<file path="src/rtl/snd_pkg.sv">
package snd_pkg;
  localparam int unsigned ADDR_W = 24;
  localparam int unsigned WORD_W = 16;
  localparam int unsigned RA_W   = 4;

  localparam logic [RA_W-1:0] RA_CTRL    = 4'd0;
  localparam logic [RA_W-1:0] RA_MODE    = 4'd1;
  localparam logic [RA_W-1:0] RA_ROUTE   = 4'd2;
  localparam logic [RA_W-1:0] RA_FIRST_H = 4'd3;
  localparam logic [RA_W-1:0] RA_FIRST_M = 4'd4;
  localparam logic [RA_W-1:0] RA_FIRST_L = 4'd5;
  localparam logic [RA_W-1:0] RA_LIMIT_H = 4'd6;
  localparam logic [RA_W-1:0] RA_LIMIT_M = 4'd7;
  localparam logic [RA_W-1:0] RA_LIMIT_L = 4'd8;
  localparam logic [RA_W-1:0] RA_CUR_H   = 4'd9;
  localparam logic [RA_W-1:0] RA_CUR_M   = 4'd10;
  localparam logic [RA_W-1:0] RA_CUR_L   = 4'd11;

  typedef struct packed {
    logic       mono;
    logic       wide;
    logic [1:0] rate;
  } mode_t;
endpackage

</file>
<file path="src/rtl/snd_regs.sv">
module snd_regs
  import snd_pkg::*;
(
  input  logic              clk,
  input  logic              rst_n,
  input  logic              we,
  input  logic [RA_W-1:0]   addr,
  input  logic [7:0]        wdata,
  output logic [7:0]        rdata,
  input  logic [ADDR_W-1:0] cur_addr,
  input  logic              end_evt,
  input  logic              stop,
  output logic              on,
  output logic              rpt,
  output mode_t             mode,
  output logic [ADDR_W-1:0] first_addr,
  output logic [ADDR_W-1:0] limit_addr,
  output logic              go,
  output logic              irq_a,
  output logic              irq_b
);
  logic              on_q, on_n, rpt_q, rpt_n;
  mode_t             mode_q, mode_n;
  logic [1:0]        route_q, route_n;
  logic [ADDR_W-1:0] first_q, first_n, limit_q, limit_n;
  logic              irqa_q, irqb_q;

  assign go = we && (addr == RA_CTRL) && wdata[0] && !on_q;

  always_comb begin
    on_n    = stop ? 1'b0 : on_q;
    rpt_n   = rpt_q;
    mode_n  = mode_q;
    route_n = route_q;
    first_n = first_q;
    limit_n = limit_q;
    if (we) begin
      case (addr)
        RA_CTRL:    begin on_n = wdata[0]; rpt_n = wdata[1]; end
        RA_MODE:    mode_n = '{mono: wdata[7], wide: wdata[6], rate: wdata[1:0]};
        RA_ROUTE:   route_n = wdata[1:0];
        RA_FIRST_H: first_n[23:16] = wdata;
        RA_FIRST_M: first_n[15:8]  = wdata;
        RA_FIRST_L: first_n[7:0]   = wdata;
        RA_LIMIT_H: limit_n[23:16] = wdata;
        RA_LIMIT_M: limit_n[15:8]  = wdata;
        RA_LIMIT_L: limit_n[7:0]   = wdata;
        default: ;
      endcase
    end
  end

  always_comb begin
    case (addr)
      RA_CTRL:    rdata = {6'd0, rpt_q, on_q};
      RA_MODE:    rdata = {mode_q.mono, mode_q.wide, 4'd0, mode_q.rate};
      RA_ROUTE:   rdata = {6'd0, route_q};
      RA_FIRST_H: rdata = first_q[23:16];
      RA_FIRST_M: rdata = first_q[15:8];
      RA_FIRST_L: rdata = first_q[7:0];
      RA_LIMIT_H: rdata = limit_q[23:16];
      RA_LIMIT_M: rdata = limit_q[15:8];
      RA_LIMIT_L: rdata = limit_q[7:0];
      RA_CUR_H:   rdata = cur_addr[23:16];
      RA_CUR_M:   rdata = cur_addr[15:8];
      RA_CUR_L:   rdata = cur_addr[7:0];
      default:    rdata = 8'd0;
    endcase
  end

  always_ff @(posedge clk or negedge rst_n) begin
    if (!rst_n) begin
      on_q    <= 1'b0;
      rpt_q   <= 1'b0;
      mode_q  <= '0;
      route_q <= '0;
      first_q <= '0;
      limit_q <= '0;
      irqa_q  <= 1'b0;
      irqb_q  <= 1'b0;
    end else begin
      on_q    <= on_n;
      rpt_q   <= rpt_n;
      mode_q  <= mode_n;
      route_q <= route_n;
      first_q <= first_n;
      limit_q <= limit_n;
      irqa_q  <= end_evt && route_q[0];
      irqb_q  <= end_evt && route_q[1];
    end
  end

  assign on         = on_q;
  assign rpt        = rpt_q;
  assign mode       = mode_q;
  assign first_addr = first_q;
  assign limit_addr = limit_q;
  assign irq_a      = irqa_q;
  assign irq_b      = irqb_q;
endmodule

</file>
<file path="src/rtl/snd_fetch.sv">
module snd_fetch
  import snd_pkg::*;
(
  input  logic              clk,
  input  logic              rst_n,
  input  logic              on,
  input  logic              load,
  input  logic [ADDR_W-1:0] first_addr,
  input  logic [ADDR_W-1:0] limit_addr,
  input  logic              want,
  input  logic              mem_ack,
  output logic              mem_req,
  output logic [ADDR_W-1:0] cur_addr,
  output logic              take,
  output logic              fetch_done
);
  localparam logic [ADDR_W-1:0] STEP = ADDR_W'(WORD_W / 8);

  logic [ADDR_W-1:0] cur_q, cur_n, lim_q, lim_n;
  logic              req_q, req_n;

  assign take       = req_q && mem_ack;
  assign fetch_done = !req_q && (cur_q >= lim_q);

  always_comb begin
    cur_n = cur_q;
    lim_n = lim_q;
    req_n = req_q;
    if (load) begin
      cur_n = first_addr;
      lim_n = limit_addr;
      req_n = 1'b0;
    end else if (!on) begin
      req_n = 1'b0;
    end else if (take) begin
      req_n = 1'b0;
      cur_n = cur_q + STEP;
    end else if (!req_q && want && (cur_q < lim_q)) begin
      req_n = 1'b1;
    end
  end

  always_ff @(posedge clk or negedge rst_n) begin
    if (!rst_n) begin
      cur_q <= '0;
      lim_q <= '0;
      req_q <= 1'b0;
    end else begin
      cur_q <= cur_n;
      lim_q <= lim_n;
      req_q <= req_n;
    end
  end

  assign mem_req  = req_q;
  assign cur_addr = cur_q;
endmodule

</file>
<file path="src/rtl/snd_unpack.sv">
module snd_unpack
  import snd_pkg::*;
#(
  parameter int unsigned BASE_DIV = 160
) (
  input  logic              clk,
  input  logic              rst_n,
  input  logic              on,
  input  mode_t             mode,
  input  logic              take,
  input  logic [WORD_W-1:0] word,
  input  logic              fetch_done,
  output logic              full,
  output logic              end_evt,
  output logic              smp_valid,
  output logic [WORD_W-1:0] smp_data,
  output logic [1:0]        smp_chan
);
  localparam int unsigned       DIV_W = $clog2(BASE_DIV * 8 + 1);
  localparam logic [DIV_W-1:0]  BASE  = DIV_W'(BASE_DIV);

  logic [DIV_W-1:0]  div_q, div_n, per_mono, period;
  logic [WORD_W-1:0] word_q, word_n, data_n, data_q;
  logic [1:0]        cnt_q, cnt_n, chan_n, chan_q;
  logic              right_q, right_n, valid_q;
  logic              tick, emit;

  assign per_mono = BASE << (2'd3 - mode.rate);
  assign period   = mode.mono ? per_mono : (per_mono >> 1);
  assign tick     = div_q >= (period - 1'b1);
  assign emit     = on && tick && (cnt_q != 2'd0);
  assign full     = cnt_q != 2'd0;
  assign end_evt  = on && fetch_done && (cnt_q == 2'd0);

  always_comb begin
    div_n   = div_q;
    word_n  = word_q;
    cnt_n   = cnt_q;
    right_n = right_q;
    data_n  = '0;
    chan_n  = 2'b00;
    if (!on) begin
      div_n   = '0;
      cnt_n   = 2'd0;
      right_n = 1'b0;
    end else begin
      div_n = tick ? '0 : div_q + 1'b1;
      if (take) begin
        word_n = word;
        cnt_n  = mode.wide ? 2'd1 : 2'd2;
      end else if (emit) begin
        cnt_n = cnt_q - 2'd1;
      end
      if (emit) begin
        if (mode.wide)           data_n = word_q;
        else if (cnt_q == 2'd2)  data_n = {word_q[15:8], 8'd0};
        else                     data_n = {word_q[7:0], 8'd0};
        chan_n = mode.mono ? 2'b11 : (right_q ? 2'b10 : 2'b01);
        if (!mode.mono) right_n = !right_q;
      end
    end
  end

  always_ff @(posedge clk or negedge rst_n) begin
    if (!rst_n) begin
      div_q   <= '0;
      word_q  <= '0;
      cnt_q   <= 2'd0;
      right_q <= 1'b0;
      valid_q <= 1'b0;
      data_q  <= '0;
      chan_q  <= 2'b00;
    end else begin
      div_q   <= div_n;
      word_q  <= word_n;
      cnt_q   <= cnt_n;
      right_q <= right_n;
      valid_q <= emit;
      data_q  <= data_n;
      chan_q  <= chan_n;
    end
  end

  assign smp_valid = valid_q;
  assign smp_data  = data_q;
  assign smp_chan  = chan_q;
endmodule

</file>
<file path="src/rtl/snd_replay_top.sv">
module snd_replay_top
  import snd_pkg::*;
#(
  parameter int unsigned BASE_DIV = 160
) (
  input  logic              clk,
  input  logic              rst_n,
  input  logic              reg_we,
  input  logic [RA_W-1:0]   reg_addr,
  input  logic [7:0]        reg_wdata,
  output logic [7:0]        reg_rdata,
  output logic              mem_req,
  output logic [ADDR_W-1:0] mem_addr,
  input  logic              mem_ack,
  input  logic [WORD_W-1:0] mem_rdata,
  output logic              smp_valid,
  output logic [WORD_W-1:0] smp_data,
  output logic [1:0]        smp_chan,
  output logic              irq_a,
  output logic              irq_b
);
  logic [1:0]        rst_sync;
  logic              rst_li;
  logic              ctrl_on, ctrl_rpt, go, end_evt, reload, stop, take, full, fetch_done;
  mode_t             mode;
  logic [ADDR_W-1:0] first_addr, limit_addr, cur_addr;

  always_ff @(posedge clk or negedge rst_n) begin
    if (!rst_n) rst_sync <= 2'b00;
    else        rst_sync <= {rst_sync[0], 1'b1};
  end
  assign rst_li = rst_sync[1];

  assign reload = end_evt && ctrl_rpt && (limit_addr > first_addr);
  assign stop   = end_evt && !reload;

  snd_regs u_regs (
    .clk(clk), .rst_n(rst_li), .we(reg_we), .addr(reg_addr), .wdata(reg_wdata),
    .rdata(reg_rdata), .cur_addr(cur_addr), .end_evt(end_evt), .stop(stop),
    .on(ctrl_on), .rpt(ctrl_rpt), .mode(mode), .first_addr(first_addr),
    .limit_addr(limit_addr), .go(go), .irq_a(irq_a), .irq_b(irq_b)
  );

  snd_fetch u_fetch (
    .clk(clk), .rst_n(rst_li), .on(ctrl_on), .load(go || reload),
    .first_addr(first_addr), .limit_addr(limit_addr), .want(!full),
    .mem_ack(mem_ack), .mem_req(mem_req), .cur_addr(cur_addr), .take(take),
    .fetch_done(fetch_done)
  );

  snd_unpack #(.BASE_DIV(BASE_DIV)) u_unpack (
    .clk(clk), .rst_n(rst_li), .on(ctrl_on), .mode(mode), .take(take),
    .word(mem_rdata), .fetch_done(fetch_done), .full(full), .end_evt(end_evt),
    .smp_valid(smp_valid), .smp_data(smp_data), .smp_chan(smp_chan)
  );

  assign mem_addr = cur_addr;
endmodule

</file>
<file path="config.mk">
export PLATFORM = sky130hd
export DESIGN_NAME = snd_replay_top
export DESIGN_NICKNAME = d
export VERILOG_FILES = /design/src/rtl/snd_pkg.sv /design/src/rtl/snd_regs.sv /design/src/rtl/snd_fetch.sv /design/src/rtl/snd_unpack.sv /design/src/rtl/snd_replay_top.sv
export SDC_FILE = /design/constraint.sdc
export NUM_CORES = 1
export LEC_CHECK = 0
export CORE_AREA = 2 2 129 131
export DETAILED_ROUTE_END_ITERATION = 7
export DIE_AREA = 0 0 131 133
export PLACE_DENSITY = 0.8
export SLEW_MARGIN = 20
export SYNTH_ARGS = -nofsm -noshare
export SYNTH_HDL_FRONTEND = slang
export SYNTH_SLANG_ARGS = --single-unit
export TNS_END_PERCENT = 100
</file>
<file path="constraint.sdc">
create_clock -name clk -period 5.72 [get_ports clk]
set_input_delay 1.716 -clock clk [delete_from_list [all_inputs] [get_ports clk]]
set_output_delay 1.716 -clock clk [all_outputs]
set_load 0.02 [all_outputs]
</file>
==> impl_metrics.toml <==
[final_layout]
fillers = 1275
drive_above_1_share_pct = 10.6
mostFrequentLayoutCell = "dfrtp_1"
design_area_mm2 = 0.0105
diodes = 0
areaGrowthSynthToFinish_pct = 20.8
multi_input_area_mm2 = 0.00431
layout_common_cells = "dfrtp_1, nand2_1, o21ai_0"
nets = 1086
ff_latch_area_mm2 = 0.00396

[global_routing]
grt_usage_pct = 31.7
grt_max_degree = 157
grt_first_pass_wirelength_mm = 41.1
grt_pass1_vias = 7265
overflow = 0
grt_antenna_before_repair = 0

[power]
p_clk_share_pct = 25.1
p_sw_w = 0.00188
p_per_area_mw_per_mm2 = 450
netSwitchingFraction_pct = 39.9
ir_drop_mv = 0.238
pwr-share-comb_pct = 33.6
p_int_w = 0.00283
p_seq_share_pct = 41.3
leakage_nw = 4.78

[setup_path]
crit_arrival_ns = 3.91
crit_fanout = 21
worstSetupPathType = "in2out"
critPathLaunchType = "input port"
endpoint_kind = "output pin"
required_ns = 4.00

[yosys]
yosysSeqAreaShare_pct = 45.7
synth_edf_count = 0
yosysUniqueCellTypes = 58
synthCells = 908
ys_ff_latch = 158
synth_nets = 1000
ys.flop_type = "dfrtp_1"
synth_area_mm2 = 0.00866
synth_area_per_cell_um2 = 9.53
async_flop_share_pct = 100
ys_warn_count = 0

[worst_hold_path]
hp-class = "reg2reg"

[placed_design]
place_ws_ns = 0.0383
io_buffer_count = 85
hpwl_mm = 19.1
place_area_mm2 = 0.00984
place_congestion = 1.02

[timing]
report.final.slew_viol_count = 0
fin_ws_ns = 0.0965
period_share_pct = 98.3
min_period_ns = 5.62
fmax_ghz = 0.178
hold_violations = 0
worst_slew_margin_rel_pct = 32.4
fin_skew_ns = 0.0121
worst_slew_pin_slew_ns = 1.01
setup_viol = 0
hold_ws_ns = 0.355

[floorplanning]
die_y_um = 133
start_util_pct = 53.5
io_pins = 86
dieArea_mm2 = 0.0174
num_rows = 47
design.core.area_mm2 = 0.0162
dieWidth_um = 131

[clock_tree]
cts.htree.levels = 4
clock_latency_ns = 0.44
clock-sinks = 158
cts_buffers = 17
clk_pin_slew_worst_paths_ns = 0.07
cts_tree = "done"
clockRootBuffer = "clkbuf_16"
clk_path_buf_depth = 2
post_cts.repair.setup_buffers = 0

[run]
drv_cap = 0

[route]
vias_per_cell = 6.18
drt_iter0_markers = 892
drc = 0
drt_pass1_iterations = 5
wl_mm = 26.9
routedWlPerCell_um = 21.9
via_count = 7582
ant_nets = 0

[outcome]
status = "completed"
==> Yosys cell counts (all sizes together) (11+ instances only) <==
| cell | instances | share of area [%] |
|---|---|---|
| dfrtp | 158 | 46 |
| nand2 | 122 | 5.3 |
| o21ai | 98 | 5.7 |
| ha | 60 | 8.7 |
| inv | 59 | 2.6 |
| a21oi | 47 | 2.7 |
| nor2 | 46 | 2.0 |
| mux2 | 44 | 5.7 |
| clkbuf | 36 | 1.6 |
| nand3 | 23 | 1.3 |
| nor3 | 21 | 1.2 |
| and3 | 18 | 1.3 |
| nand4 | 17 | 1.2 |
| xnor2 | 15 | 1.5 |
| xor2 | 14 | 1.4 |
| nor2b | 11 | 0.79 |
==> worst max-delay path: stages <==
cell and delay (ns):
clkdlybuf4s50_1 0.66, buf_12 0.20, mux2_2 0.34, a22o_1 0.18
a221o_1 0.26, clkdlybuf4s50_1 0.54
==> cell families after synthesis <==
| group | Yosys count | synth area share, % |
|---|---|---|
| flops | 158 | 45.7 |
| other cells | 1 | 0.0433 |
| compound gates | 223 | 16.1 |
| buf+inv | 103 | 4.65 |
| xor+xnor | 29 | 2.93 |
| fa+ha+maj | 60 | 8.67 |
| mux | 52 | 6.65 |
| simple gates | 282 | 15.2 |
==> worst paths after layout <==
path	start	end	slack (ns)	depth (start not counted)
setup / recovery	reg_addr[1]	reg_rdata[7]	0.1	6
hold / removal	rst_sync[0]$_DFF_PN0_	rst_sync[1]$_DFF_PN0_	0.35	0
setup reg to reg	u_fetch.cur_addr[23]$_DFFE_PN0P_	u_fetch.cur_addr[13]$_DFFE_PN0P_	1.83	10
hold reg to reg	rst_sync[0]$_DFF_PN0_	rst_sync[1]$_DFF_PN0_	0.35	0
max in group asynchronous	rst_n	rst_sync[1]$_DFF_PN0_	4.15	1
min in group asynchronous	rst_sync[1]$_DFF_PN0_	u_regs.route_q[1]$_DFFE_PN0P_	0.42	1
==> cell type report <==
type                       count  share of cell area, %
clock buffer                  18                   4.20
clock inverter                14                   1.65
inverter                      59                   2.12
multi-input combinational    647                   41.2
sequential                   158                   37.8
tap                          220                   2.63
timing repair buffer         111                   10.4
==> sequential cells by signal (all words and copies together) (netlist names), 2 cells and up <==
name / flops
u_unpack.word_q: 16
u_regs.limit_addr: 24
u_fetch.lim_q: 24
u_unpack.div_q: 11
u_unpack.smp_data: 16
u_fetch.cur_addr: 24
u_regs.route_q: 2
rst_sync: 2
u_unpack.cnt_q: 2
u_unpack.smp_chan: 2
u_regs.first_addr: 24
u_regs.mode: 4
==> layer usage <==
| metal | vias up | track usage [%] | share of wire [%] |
|---|---|---|---|
| met2 | 400 | 47.4 | 45 |
| met1 | 3710 | 44.3 | 40 |
| met3 | 76 | 7.44 | 11 |
| met4 | 0 | 13.3 | 4.0 |
| li1 | 3396 | - | - |
| met5 | - | 0 | 0 |
==> repair_timing <==
item | in CTS | in global routing
hold buffers | 0 | 0
resized for setup | 0 | 2
setup endpoints to repair | 0 | 2
==> power groups by stage <==
| stage | sequential, W | clock (W) | combinational (W) |
|---|---|---|---|
| floorplan | 0.00181 | 0 | 0.000954 |
| global placement | 0.00192 | 0 | 0.00149 |
| detailed placement | 0.00193 | 0 | 0.00155 |
| CTS | 0.00191 | 0.00119 | 0.00157 |
| global route | 0.00196 | 0.00124 | 0.00176 |
| finish | 0.00194 | 0.00118 | 0.00158 |
==> through the flow <==
step / utilization [%] / instances / TNS (ns) / power, W
final: 64.7 / 1227 / 0 / 0.00471
after global routing: 64.7 / 1227 / -0.000109 / 0.00495
after CTS: 64.7 / 1227 / 0 / 0.00467
after detailed placement: 60.9 / 1195 / 0 / 0.00348
after global placement: 60.9 / 1195 / 0 / 0.00341
after floorplan: - / 908 / 0 / 0.00276
(Power assumes the default switching activity.)
